### src/rtl/mpw_pkg.sv
`timescale 1ns/1ps
package mpw_pkg;

  localparam int CMD_W      = 11;
  localparam int GMR_IDX_W  = 4;
  localparam int PAR_BIT    = 9;

  typedef enum logic [1:0] {
    ARR_DATA  = 2'b00,
    ARR_MASK  = 2'b01,
    ARR_RSV_A = 2'b10,
    ARR_RSV_B = 2'b11
  } arr_sel_e;

  // Mask register index: command bit 10 on top of command bits 5..3.
  function automatic logic [GMR_IDX_W-1:0] gmr_index(input logic [CMD_W-1:0] cmd);
    return {cmd[10], cmd[5:3]};
  endfunction

  function automatic logic is_parallel(input logic [CMD_W-1:0] cmd);
    return cmd[PAR_BIT];
  endfunction

  function automatic logic target_known(input logic [1:0] sel);
    return (sel == ARR_DATA) || (sel == ARR_MASK);
  endfunction

  // In parallel mode the low address bit is dropped so the pair starts even.
  function automatic logic [31:0] local_location(input logic [31:0] loc, input logic par);
    return par ? (loc & ~32'd1) : loc;
  endfunction

endpackage

### src/rtl/mpw_gmr_select.sv
`timescale 1ns/1ps
module mpw_gmr_select #(
  parameter int DATA_W  = 72,
  parameter int NUM_GMR = 16,
  parameter int IDX_W   = 4
) (
  input  logic [NUM_GMR*DATA_W-1:0] i_bank,
  input  logic [IDX_W-1:0]          i_idx,
  output logic [DATA_W-1:0]         o_mask
);

  always_comb begin
    o_mask = '0;
    for (int k = 0; k < NUM_GMR; k++) begin
      if (i_idx == IDX_W'(k)) o_mask = i_bank[k*DATA_W +: DATA_W];
    end
  end

endmodule

### src/rtl/mpw_part_decode.sv
`timescale 1ns/1ps
module mpw_part_decode #(
  parameter int PART_BITS = 5,
  localparam int NUM_PART = 1 << PART_BITS
) (
  input  logic                 i_enable,
  input  logic                 i_parallel,
  input  logic [PART_BITS-1:0] i_part,
  output logic [NUM_PART-1:0]  o_we
);

  for (genvar p = 0; p < NUM_PART; p++) begin : g_part
    assign o_we[p] = i_enable && (i_parallel || (i_part == PART_BITS'(p)));
  end

endmodule

### src/rtl/mpw_out_stage.sv
`timescale 1ns/1ps
module mpw_out_stage #(
  parameter int DATA_W   = 72,
  parameter int NUM_PART = 32,
  parameter int LOCAL_W  = 11
) (
  input  logic                clk,
  input  logic                rst_n,
  input  logic [NUM_PART-1:0] i_dat_we,
  input  logic [NUM_PART-1:0] i_msk_we,
  input  logic                i_pair,
  input  logic [LOCAL_W-1:0]  i_loc,
  input  logic [DATA_W-1:0]   i_wdata,
  input  logic [DATA_W-1:0]   i_mask,
  output logic [NUM_PART-1:0] o_dat_we,
  output logic [NUM_PART-1:0] o_msk_we,
  output logic                o_pair,
  output logic [LOCAL_W-1:0]  o_loc,
  output logic [DATA_W-1:0]   o_wdata,
  output logic [DATA_W-1:0]   o_mask
);

  always_ff @(posedge clk or negedge rst_n) begin
    if (!rst_n) begin
      o_dat_we <= '0;
      o_msk_we <= '0;
      o_pair   <= 1'b0;
      o_loc    <= '0;
      o_wdata  <= '0;
      o_mask   <= '0;
    end else begin
      o_dat_we <= i_dat_we;
      o_msk_we <= i_msk_we;
      o_pair   <= i_pair;
      o_loc    <= i_loc;
      o_wdata  <= i_wdata;
      o_mask   <= i_mask;
    end
  end

endmodule

### src/rtl/mpw_write_unit.sv
`timescale 1ns/1ps
module mpw_write_unit #(
  parameter int DATA_W    = 72,
  parameter int ADDR_W    = 16,
  parameter int PART_BITS = 5,
  parameter int NUM_GMR   = 16,
  localparam int NUM_PART = 1 << PART_BITS,
  localparam int LOCAL_W  = ADDR_W - PART_BITS,
  localparam int IDX_W    = mpw_pkg::GMR_IDX_W,
  localparam int CMD_W    = mpw_pkg::CMD_W
) (
  input  logic                      clk,
  input  logic                      rst_n,
  input  logic                      i_wr_valid,
  input  logic [CMD_W-1:0]          i_cmd,
  input  logic [ADDR_W-1:0]         i_addr,
  input  logic [1:0]                i_arr_sel,
  input  logic [DATA_W-1:0]         i_wdata,
  input  logic [NUM_GMR*DATA_W-1:0] i_gmr_bank,
  output logic [NUM_PART-1:0]       o_dat_we,
  output logic [NUM_PART-1:0]       o_msk_we,
  output logic                      o_pair,
  output logic [LOCAL_W-1:0]        o_local_addr,
  output logic [DATA_W-1:0]         o_wdata,
  output logic [DATA_W-1:0]         o_bit_mask
);
  import mpw_pkg::*;

  // Named request events, brought out for the checker.
  logic                 req_parallel;
  logic                 req_target_ok;
  logic                 req_go;
  logic [IDX_W-1:0]     req_gmr_idx;
  logic [PART_BITS-1:0] req_part;
  logic [LOCAL_W-1:0]   req_loc;
  logic [DATA_W-1:0]    sel_mask;
  logic [NUM_PART-1:0]  part_we;
  logic [NUM_PART-1:0]  dat_we_n;
  logic [NUM_PART-1:0]  msk_we_n;

  assign req_parallel  = is_parallel(i_cmd);
  assign req_target_ok = target_known(i_arr_sel);
  assign req_go        = i_wr_valid && req_target_ok;
  assign req_gmr_idx   = gmr_index(i_cmd);
  assign req_part      = i_addr[ADDR_W-1 -: PART_BITS];
  assign req_loc       = LOCAL_W'(local_location(32'(i_addr[LOCAL_W-1:0]), req_parallel));

  mpw_gmr_select #(
    .DATA_W (DATA_W),
    .NUM_GMR(NUM_GMR),
    .IDX_W  (IDX_W)
  ) u_gmr (
    .i_bank(i_gmr_bank),
    .i_idx (req_gmr_idx),
    .o_mask(sel_mask)
  );

  mpw_part_decode #(
    .PART_BITS(PART_BITS)
  ) u_dec (
    .i_enable  (req_go),
    .i_parallel(req_parallel),
    .i_part    (req_part),
    .o_we      (part_we)
  );

  assign dat_we_n = (i_arr_sel == ARR_DATA) ? part_we : '0;
  assign msk_we_n = (i_arr_sel == ARR_MASK) ? part_we : '0;

  mpw_out_stage #(
    .DATA_W  (DATA_W),
    .NUM_PART(NUM_PART),
    .LOCAL_W (LOCAL_W)
  ) u_out (
    .clk     (clk),
    .rst_n   (rst_n),
    .i_dat_we(dat_we_n),
    .i_msk_we(msk_we_n),
    .i_pair  (req_go && req_parallel),
    .i_loc   (req_loc),
    .i_wdata (i_wdata),
    .i_mask  (sel_mask),
    .o_dat_we(o_dat_we),
    .o_msk_we(o_msk_we),
    .o_pair  (o_pair),
    .o_loc   (o_local_addr),
    .o_wdata (o_wdata),
    .o_mask  (o_bit_mask)
  );

endmodule

### config.mk
export PLATFORM = sky130hd
export DESIGN_NAME = mpw_write_unit
export DESIGN_NICKNAME = d
export VERILOG_FILES = /design/src/rtl/mpw_pkg.sv /design/src/rtl/mpw_gmr_select.sv /design/src/rtl/mpw_part_decode.sv /design/src/rtl/mpw_out_stage.sv /design/src/rtl/mpw_write_unit.sv
export SDC_FILE = /design/constraint.sdc
export NUM_CORES = 1
export LEC_CHECK = 0
export BUFFER_PORTS_ARGS = -buffer_cell sky130_fd_sc_hd__buf_2
export CAP_MARGIN = 20
export CELL_PAD_IN_SITES_DETAIL_PLACEMENT = 1
export CELL_PAD_IN_SITES_GLOBAL_PLACEMENT = 1
export CORE_AREA = 5 5 571 573
export CTS_CLUSTER_DIAMETER = 50
export DETAILED_ROUTE_END_ITERATION = 16
export DIE_AREA = 0 0 576 578
export PLACE_DENSITY = 0.3
export REMOVE_ABC_BUFFERS = 1
export SYNTH_ARGS = -nofsm -noshare
export SYNTH_HDL_FRONTEND = slang
export SYNTH_SLANG_ARGS = --single-unit
export TNS_END_PERCENT = 1
### constraint.sdc
create_clock -name clk -period 1.15 [get_ports clk]
set_clock_uncertainty 0.15 [all_clocks]
set_input_delay 0.115 -clock clk [delete_from_list [all_inputs] [get_ports clk]]
set_output_delay 0.115 -clock clk [all_outputs]
set_load 0.02 [all_outputs]
==> results.md <==
- Status: complete, but fails checks
- Violated checks: hold timing, setup timing
- Worst VDD drop: 0.000796 V
- First-pass GRT wire length: 351000 µm
- DR iter-0 viols: 1146
- TNS Setup: -171.57 ns
- Max-cap violations: 0
- RePlAce Congestion: 0.916
- Util after Layout: 0.156
- DRT Pass-1 Iters: 5
- Final Setup Violations: 515
- Via Count: 30500
- Worst EP required: 1.87 ns
- Yosys cell types: 45
- Vias in the first global route: 34600
- Post-synth top cells: dfrtp_1, mux2i_1, a21oi_1
- CORE AREA: 320000 µm²
- CTS tree: done
- Largest area contributor in the netlist: dfrtp_1
- Die Width: 576 µm
- Die area: 333000 µm²
- Io pins: 1476
- Die height: 578 µm
- Initial antenna violation count: 175
- Comb pwr share: 0.375
- Fraction of final layout cells sized beyond drive strength 1: 0.436
- RSZ-0062 raised after global routing: yes
- Sequential share of power: 0.193
- PortBufs: 1469
- Clk pwr share: 0.432
- Slowest CP cell: dlygate4sd3_1
- Final Cycle Share: 1.45
- Area share of the largest cell type after synthesis: 0.323
- Switching power: 16000 µW
- Worst relative slew slack: 0.595
- Fmax: 601 MHz
- Worst-path clk slew: 0.04 ns
- Number of buffers created by CTS: 71
- Final WS setup: -0.513 ns
- Worst slew pin tran: 0.606 ns
- H-tree Lvls: 3
- Total congestion overflow: 0
- Crit Path Class: input pin to asynchronous set/reset pin
- Via density: 3.30
- Fillers: 37700
- Critical-path maximum fanout: 20
- Hold Fails Final Rpt: 6
- Yosys synthesis warning count: 0
- CP Capture Type: asynchronous set/reset pin
- HPWL Detailed: 240000 µm
- Hold Path Class: input pin to register
- Internal power: 30100 µW
- Core Rows: 208
- Wire length per cell: 30.1 µm
- CTS Sinks: 220
- Max stage delay on crit path: 0.86 ns
- Syn_area_per_cell: 8.47 µm²
- Detailed-route DRC error count: 0
- Synth Flop Type: dfrtp_1
- Global-route usage over all layers: 0.159
- Post-synth EDFFs: 0
- Largest net degree at the start of global routing: 51
- Post-Synthesis Cells: 2011
- Root buf cell: clkbuf_16
- Post-Syn Area: 17000 µm²
- Minimum hold slack: -0.214 ns
- Crit path DAT: 2.38 ns
- Crit-path cells: dlygate4sd3_1, buf_8, buf_8, dlygate4sd3_1, buf_12, buf_12
- P&R area growth vs syn: 194%
- Final wirelength: 278000 µm
- Share of flip-flops with an asynchronous set or reset: 1.00
- Largest cells by area after synthesis: dfrtp_1, mux2i_1, a21oi_1, o221ai_1, o22ai_1
- Clk buf depth: 4
- Nets: 6179
- Min Tclk post-route: 1.66 ns
- Net Sw Frac: 0.348
- Initial Util: 0.0532
- Pwr Density: 920 nW/µm²
- #FFs+latches synth: 220
- Startpoint types: input pin
- Leak: 0.0220 µW
- Top-count cell post-synth: dfrtp_1
- Final max-slew violation count: 0
- Seq/Total Area, Yosys: 0.323
- Antenna-violating nets left: 0
[area by class of cell]
class / instances / area [µm²] / area share
Timing Repair Buffer: 3067 / 25300 / 0.506
Multi-Input combinational cell: 1526 / 11300 / 0.226
Sequential cell: 220 / 5520 / 0.110
Tap cell: 4200 / 5260 / 0.105
Clock buffer: 97 / 2080 / 0.0415
Clock inverter: 25 / 246 / 0.00492
Antenna cell: 69 / 173 / 0.00345
Inverter: 37 / 146 / 0.00292
[power by group through the flow]
stage	clock, µW	combinational [µW]	sequential [µW]
after global routing	21200	18400	8930
after floorplan	0	2770	9420
after CTS	21000	17600	8890
after global placement	0	12900	8890
after detailed placement	0	12900	8870
final	19900	17300	8890
[what timing repair did]
action / CTS / global route
hold endpoints to repair: 440 / 120
gates resized for setup: 477 / 110
hold buffers: 1172 / 15
setup endpoints to repair: 292 / 572
pin swaps: 31 / 28
buffers inserted: 12 / 0
[state kept, by name, indices dropped and copies added (netlist names)]
signal / flops
u_out.o_mask: 72
u_out.o_wdata: 72
u_out.o_dat_we: 32
u_out.o_msk_we: 32
u_out.o_loc: 11
u_out.o_pair: 1
[per-stage QoR]
| step | worst slack [ns] | power [µW] | cells | cell area (µm²) |
|---|---|---|---|---|
| 2_1_floorplan | -4.80 | 12200 | 1783 | 15900 |
| 3_3_place_gp | -2.00 | 21800 | 7850 | 33400 |
| 3_5_place_dp | -1.59 | 21700 | 7852 | 33400 |
| 4_1_cts | -0.604 | 47500 | 9157 | 49300 |
| 5_1_grt | -0.574 | 48500 | 9215 | 50000 |
| 6_report | -0.513 | 46100 | 9241 | 50000 |
[routing by layer]
layer / up-vias / wire length, µm / track usage / part of all wire
met5: - / 526 / 0 / 0.0019
met2: 1372 / 150000 / 0.308 / 0.54
met1: 15000 / 105000 / 0.172 / 0.38
li1: 13700 / - / - / -
met3: 408 / 15700 / 0.0355 / 0.056
met4: 84 / 7690 / 0.0435 / 0.028
[worst paths after layout]
kind                             startpoint                end  cells after the start
setup / recovery                      rst_n   u_out.o_mask[54]                      6
hold / removal                     i_cmd[4]   u_out.o_mask[64]                      5
max in group clk           u_out.o_mask[44]     o_bit_mask[44]                      1
min in group asynchronous             rst_n  u_out.o_wdata[32]                      4
[logic make-up (layout without fill, tap and decap cells)]
family	Yosys count	after routing	synth area share
compound gates	934	934	0.365
simple gates	376	376	0.110
buf+inv	265	3226	0.0749
other cells	0	69	0
flops	220	220	0.323
mux	216	216	0.127
[worst max-delay path: cells and delay by family]
kind                   cells  cell delay [ns]
buffers and inverters      6             2.16
[cells in the final DEF, fill, tap and decap left out, drive strengths merged, types with 83 or more instances in the layout]
master,n
a21oi,213
buf,1882
clkbuf,97
dfrtp,220
dlygate4sd3,1183
mux2i,216
nand2,83
nor2,143
o21ai,181
o221ai,107
o22ai,143
No activity file was read; power rests on OpenSTA's default activity.
